==> src/rtl/unmap_seq_pkg.sv <==
package unmap_seq_pkg;
  typedef enum logic [1:0] {
    S_IDLE  = 2'd0,
    S_INVAL = 2'd1,
    S_FENCE = 2'd2,
    S_PURGE = 2'd3
  } seq_state_t;

  localparam int unsigned PURGE_OPCODE = 33;
endpackage

==> src/rtl/unmap_inval_walk.sv <==
// Walks table entries one page at a time and clears each valid byte.
module unmap_inval_walk #(
  parameter  int ADDR_W     = 32,
  parameter  int PAGE_SHIFT = 12,
  parameter  int ENTRIES    = 64,
  parameter  int PG_W       = 9,
  localparam int IX_W       = ADDR_W - PAGE_SHIFT,
  localparam int TI_W       = $clog2(ENTRIES),
  localparam int MA_W       = TI_W + 3
) (
  input  logic            clk,
  input  logic            rst,
  input  logic            start,
  input  logic [IX_W-1:0] start_idx,
  input  logic [PG_W-1:0] start_pages,
  output logic            mem_valid,
  input  logic            mem_ready,
  output logic [MA_W-1:0] mem_addr,
  output logic            fin,
  output logic            err
);
  localparam logic [IX_W-1:0] LIMIT = IX_W'(ENTRIES);

  logic            act;
  logic [IX_W-1:0] idx;
  logic [PG_W-1:0] left;
  logic            in_range;

  assign in_range  = (idx < LIMIT);
  assign mem_valid = act && (left != '0) && in_range;
  assign mem_addr  = {idx[TI_W-1:0], 3'b111};

  always_ff @(posedge clk) begin
    if (rst) begin
      act  <= 1'b0;
      idx  <= '0;
      left <= '0;
      fin  <= 1'b0;
      err  <= 1'b0;
    end else begin
      fin <= 1'b0;
      err <= 1'b0;
      if (start) begin
        act  <= 1'b1;
        idx  <= start_idx;
        left <= start_pages;
      end else if (act) begin
        if (left == '0) begin
          act <= 1'b0;
          fin <= 1'b1;
        end else if (!in_range) begin
          act <= 1'b0;
          err <= 1'b1;
        end else if (mem_ready) begin
          idx  <= idx + 1'b1;
          left <= left - 1'b1;
        end
      end
    end
  end
endmodule

==> src/rtl/unmap_purge_walk.sv <==
// Issues purge commands stepping by the chain size.
module unmap_purge_walk #(
  parameter int ADDR_W = 32,
  parameter int PC_W   = 34,
  parameter int SH_W   = 5,
  parameter int OPCODE = 33
) (
  input  logic              clk,
  input  logic              rst,
  input  logic              start,
  input  logic [ADDR_W-1:0] start_addr,
  input  logic [PC_W-1:0]   start_bytes,
  input  logic [SH_W-1:0]   start_shift,
  output logic              cmd_valid,
  input  logic              cmd_ready,
  output logic [ADDR_W-1:0] cmd_data,
  output logic              fin
);
  localparam logic [ADDR_W-1:0] OP_WORD = ADDR_W'(OPCODE);

  logic              act;
  logic [ADDR_W-1:0] addr;
  logic [PC_W-1:0]   cnt;
  logic [PC_W-1:0]   chain;
  logic [PC_W-1:0]   chain_n;
  logic              more;

  assign chain_n   = PC_W'(1) << start_shift;
  assign more      = (cnt > chain);
  assign cmd_valid = act && more;
  assign cmd_data  = addr | OP_WORD;

  always_ff @(posedge clk) begin
    if (rst) begin
      act   <= 1'b0;
      addr  <= '0;
      cnt   <= '0;
      chain <= '0;
      fin   <= 1'b0;
    end else begin
      fin <= 1'b0;
      if (start) begin
        act   <= 1'b1;
        addr  <= start_addr;
        chain <= chain_n;
        cnt   <= start_bytes + chain_n;
      end else if (act) begin
        if (!more) begin
          act <= 1'b0;
          fin <= 1'b1;
        end else if (cmd_ready) begin
          addr <= addr + chain[ADDR_W-1:0];
          cnt  <= cnt - chain;
        end
      end
    end
  end
endmodule

==> src/rtl/unmap_seq.sv <==
module unmap_seq #(
  parameter  int ADDR_W        = 32,
  parameter  int CNT_W         = 20,
  parameter  int PAGE_SHIFT    = 12,
  parameter  int TABLE_ENTRIES = 64,
  parameter  int SH_W          = 5,
  localparam int MA_W          = $clog2(TABLE_ENTRIES) + 3
) (
  input  logic              clk,
  input  logic              rst,
  input  logic              req_valid,
  output logic              req_ready,
  input  logic [ADDR_W-1:0] req_iova,
  input  logic [CNT_W-1:0]  req_bytes,
  input  logic [SH_W-1:0]   req_chain_shift,
  output logic              mem_valid,
  input  logic              mem_ready,
  output logic [MA_W-1:0]   mem_addr,
  output logic [7:0]        mem_data,
  output logic              cmd_valid,
  input  logic              cmd_ready,
  output logic [ADDR_W-1:0] cmd_data,
  output logic              done,
  output logic              done_err
);
  import unmap_seq_pkg::*;

  localparam int RB_W = CNT_W + 1;
  localparam int PG_W = RB_W - PAGE_SHIFT;
  localparam int PC_W = ADDR_W + 2;
  localparam int IX_W = ADDR_W - PAGE_SHIFT;
  localparam logic [RB_W-1:0]   PAGE_M1  = RB_W'((1 << PAGE_SHIFT) - 1);
  localparam logic [ADDR_W-1:0] OFF_MASK = ADDR_W'((1 << PAGE_SHIFT) - 1);

  seq_state_t        state;
  logic              accept;
  logic [PG_W-1:0]   pages;
  logic [ADDR_W-1:0] base_q;
  logic [PC_W-1:0]   rounded_q;
  logic [SH_W-1:0]   shift_q;
  logic              inv_fin, inv_err, pg_fin, pg_start;

  assign req_ready = (state == S_IDLE);
  assign accept    = req_valid && req_ready;
  assign pages     = PG_W'((RB_W'(req_bytes) + PAGE_M1) >> PAGE_SHIFT);
  assign pg_start  = (state == S_FENCE);
  assign mem_data  = 8'h00;

  always_ff @(posedge clk) begin
    if (rst) begin
      state     <= S_IDLE;
      base_q    <= '0;
      rounded_q <= '0;
      shift_q   <= '0;
      done      <= 1'b0;
      done_err  <= 1'b0;
    end else begin
      done     <= 1'b0;
      done_err <= 1'b0;
      case (state)
        S_IDLE: if (accept) begin
          base_q    <= req_iova & ~OFF_MASK;
          rounded_q <= PC_W'(pages) << PAGE_SHIFT;
          shift_q   <= req_chain_shift;
          state     <= S_INVAL;
        end
        S_INVAL: if (inv_err) begin
          done     <= 1'b1;
          done_err <= 1'b1;
          state    <= S_IDLE;
        end else if (inv_fin) begin
          state <= S_FENCE;
        end
        S_FENCE: state <= S_PURGE;
        S_PURGE: if (pg_fin) begin
          done  <= 1'b1;
          state <= S_IDLE;
        end
        default: state <= S_IDLE;
      endcase
    end
  end

  unmap_inval_walk #(
    .ADDR_W(ADDR_W), .PAGE_SHIFT(PAGE_SHIFT),
    .ENTRIES(TABLE_ENTRIES), .PG_W(PG_W)
  ) u_inval (
    .clk(clk), .rst(rst), .start(accept),
    .start_idx(req_iova[ADDR_W-1:PAGE_SHIFT]), .start_pages(pages),
    .mem_valid(mem_valid), .mem_ready(mem_ready), .mem_addr(mem_addr),
    .fin(inv_fin), .err(inv_err)
  );

  unmap_purge_walk #(
    .ADDR_W(ADDR_W), .PC_W(PC_W), .SH_W(SH_W), .OPCODE(PURGE_OPCODE)
  ) u_purge (
    .clk(clk), .rst(rst), .start(pg_start),
    .start_addr(base_q), .start_bytes(rounded_q), .start_shift(shift_q),
    .cmd_valid(cmd_valid), .cmd_ready(cmd_ready), .cmd_data(cmd_data),
    .fin(pg_fin)
  );

  logic unused_ix;
  assign unused_ix = ^{IX_W'(0)};
endmodule

==> config.mk <==
export PLATFORM = sky130hd
export DESIGN_NAME = unmap_seq
export DESIGN_NICKNAME = d
export VERILOG_FILES = /design/src/rtl/unmap_seq_pkg.sv /design/src/rtl/unmap_inval_walk.sv /design/src/rtl/unmap_purge_walk.sv /design/src/rtl/unmap_seq.sv
export SDC_FILE = /design/constraint.sdc
export NUM_CORES = 1
export LEC_CHECK = 0
export ABC_AREA = 1
export BUFFER_PORTS_ARGS = -buffer_cell sky130_fd_sc_hd__buf_2
export CORE_MARGIN = 2
export CORE_UTILIZATION = 55
export CTS_BUF_LIST = sky130_fd_sc_hd__clkbuf_16
export DETAILED_ROUTE_END_ITERATION = 16
export PLACE_DENSITY_LB_ADDON = 0.15
export SLEW_MARGIN = 10
export SYNTH_ARGS = -nofsm -noshare
export SYNTH_HDL_FRONTEND = slang
export SYNTH_SLANG_ARGS = --single-unit
==> constraint.sdc <==
create_clock -name clk -period 2.25 [get_ports clk]
set_input_delay 0.1125 -clock clk [delete_from_list [all_inputs] [get_ports clk]]
set_output_delay 0.1125 -clock clk [all_outputs]
set_load 0.05 [all_outputs]
==> results_dict.tcl <==
set metrics [dict create \
    slew_headroom_pct 45.1 \
    routabilityCongestion 0.991 \
    postSynth.asyncResetShare_pct 0 \
    synth_cell_type_count 43 \
    io_pins 116 \
    final-seq-area_mm2 0.00345 \
    netlist_instances 2057 \
    fin_util_pct 75.7 \
    stdcell_count 2642 \
    setup_ws_ps -126 \
    critPathArrivalTime_ps 2260 \
    clkTransAtPathRegs_ps 80 \
    die_h_um 155 \
    seq_area_frac_synth_pct 27.1 \
    cts_made_buffers 17 \
    hold_viol_final 0 \
    place_inst 2544 \
    syn_area_mm2 0.0125 \
    worst-slew-pin-transition_ps 824 \
    hold_depth 3 \
    root_buffer "clkbuf_16" \
    final_common_cell "nand2_1" \
    drc 0 \
    cp-start-kind "flip-flop" \
    fp.dieW_um 155 \
    final-setup-viol-count 66 \
    multiInputGateArea_mm2 0.00880 \
    grt_util_all_layers_pct 36.7 \
    r2r-end "u_purge.addr[15]$_SDFFE_PP0P_" \
    final_cell_mix "579 x nand2_1, 241 x buf_4, 214 x inv_1, 150 x nor2_1, 148 x nand3_1" \
    endpoint_kind "output pin" \
    reg2reg_slack_ps -120 \
    n_fill_cell 1771 \
    nets 2483 \
    clk_latency_ps 460 \
    grt_max_degree 69 \
    power_density_mw_per_mm2 943 \
    synth_ff_type "dfxtp_1" \
    row_count 55 \
    cts.sinks 170 \
    p_leak_nw 8.39 \
    worstPathRequired_ps 2140 \
    reg2regPathDepth 14 \
    fin_area_mm2 0.0170 \
    critical_path_class "reg2out" \
    overflow 0 \
    skew_ps 18.5 \
    hpwl_mm 34.0 \
    core-area_mm2 0.0225 \
    drt_first_iter_violations 1306 \
    cts_tree "built" \
    synth_edf_count 0 \
    ys_ff_latch 170 \
    dp_slack_ps -187 \
    ant_nets 0 \
    first_pass_iters 6 \
    detail_route.vias_per_cell 5.63 \
    failed_checks "negative setup slack" \
    crit_fanout 2 \
    wire_per_inst_um 17.6 \
    clockBufferDepth 2 \
    regToRegStartpoint "u_purge.chain[31]$_SDFFE_PP0P_" \
    fmax_ghz 0.421 \
    start_util_pct 55.8 \
    syn_to_final_growth_pct 35.7 \
    timing.final.crit_share_pct 106 \
    port_buffers 90 \
    drt_wl_total_mm 46.5 \
    worstHoldStart "req_chain_shift[2]" \
    vias 14900 \
    hold_path.class "in2reg" \
    grt_pass1_wl_mm 69.7 \
    htree_num_levels 4 \
    max-cap-violations 0 \
    status "finished, violations left" \
    syn_avg_cell_area_um2 6.10 \
    dpl-instance-area_mm2 0.0144 \
    dieArea_mm2 0.0240 \
    layout-drive-gt1-share_pct 29.8 \
    grt_pass1_vias 13600 \
    setup_tns_ps -4400 \
    drv_slew 0 \
    num_antenna_cells 0 \
    vdd.ir_drop.worst_v 0.000711 \
    ys.warnings.count 0 \
    rsz0062_at_grt "true" \
    period_minus_slack_ps 2380 \
    antenna_found_initial 2 \
    hold_end "shift_q[2]$_SDFFE_PP0P_" \
]
where the power goes:
| group | internal [W] | switching [W] |
|---|---|---|
| sequential | 0.00326 | 0.000227 |
| combinational | 0.00365 | 0.00559 |
| clock | 0.00160 | 0.00173 |
| total | 0.00851 | 0.00754 |
flip-flops by register name, summed over array words and instances (netlist names), named ones only:
name,cells
u_inval.act,1
u_inval.err,1
u_purge.addr,32
u_inval.left,9
base_q,20
u_purge.act,1
done_err,1
u_purge.fin,1
u_inval.idx,20
u_purge.chain,32
shift_q,5
u_purge.cnt,34
u_inval.fin,1
rounded_q,9
state,1
done,1
what timing repair did:
| item | CTS | global route |
|---|---|---|
| setup buffers | 28 | 11 |
| setup endpoints to repair | 67 | 72 |
| hold buffers | 24 | 0 |
| resized for setup | 150 | 199 |
| gates cloned | 0 | 3 |
| pin swaps | 30 | 43 |
| hold endpoints to repair | 40 | 0 |
cell families (layout without fill, tap and decap cells):
kind of cell,after synthesis,in the layout,synth area share [%]
xor+xnor,21,21,1.47
compound gates,334,334,14.2
other cells,2,13,0.0598
buf+inv,364,653,13.0
simple gates,1089,1089,36.3
flops,170,170,27.1
fa+ha+maj,77,77,7.86
worst max path at each step:
stage,startpoint,endpoint,slack [ps],depth (start not counted)
after detailed placement,u_purge.chain[31]$_SDFFE_PP0P_,u_purge.cnt[33]$_SDFFE_PP0P_,-190,13
after global routing,u_purge.chain[20]$_SDFFE_PP0P_,u_purge.cnt[33]$_SDFFE_PP0P_,-200,13
after global placement,u_purge.chain[31]$_SDFFE_PP0P_,u_purge.cnt[33]$_SDFFE_PP0P_,-160,13
after floorplan,shift_q[4]$_SDFFE_PP0P_,u_purge.cnt[22]$_SDFFE_PP0P_,-0.7,18
after CTS,u_purge.chain[27]$_SDFFE_PP0P_,cmd_valid,-110,13
final,u_purge.chain[31]$_SDFFE_PP0P_,cmd_valid,-130,13
metrics by stage:
| step | hold WS (ps) | total power [W] |
|---|---|---|
| global placement | 389 | 0.0109 |
| finish | 25.1 | 0.0161 |
| floorplan | 271 | 0.00847 |
| CTS | 16.5 | 0.0151 |
| detailed placement | 394 | 0.0110 |
| global route | 14.0 | 0.0170 |
per-layer routing:
layer  track usage [%]  share of wire, %  vias to the layer above
li1                  -                 -                     7162
met1              47.9                42                     6878
met2              60.9                46                      701
met3              5.26               7.5                      139
met4              15.6               4.3                        4
met5                 0             0.075                        -
worst max-delay path: stages (launching register included):
cell and delay, ps:
dfxtp_2 340, inv_2 50, ha_4 280, nand2_4 60, nor4_4 270, buf_4 160
and2_4 130, nand2_2 40, nand2_2 70, nand2_2 60, inv_2 80, nand2_4 60
inv_2 60, buf_8 130
cell type report:
type                    instances  area share, %
well taps                     285           2.09
clock buffers                  17           2.50
multi-input cells            1534           51.7
inverters                     251           5.61
flip-flops and latches        170           20.3
repair buffers                370           16.5
clock inverters                15           1.36
cells in the mapped netlist (all sizes together), types with 3 or more instances:
library cell | number | area, um^2
or2 | 18 | 113
dfxtp | 170 | 3400
nor3 | 24 | 135
a21oi | 187 | 936
nor4 | 4 | 25.0
o32ai | 5 | 43.8
nand2 | 654 | 2470
a31oi | 5 | 31.3
nor2 | 184 | 696
o22ai | 27 | 169
xor2 | 4 | 35.0
o21bai | 7 | 52.6
inv | 251 | 942
ha | 74 | 926
fa | 3 | 60.1
nand3b | 10 | 75.1
and2 | 3 | 18.8
a21o | 4 | 30.0
o21ai | 92 | 460
clkbuf | 37 | 139
xnor2 | 17 | 149
nand3 | 165 | 831
buf | 76 | 547
nand4 | 25 | 178
No activity file was read; power rests on OpenSTA's default activity.
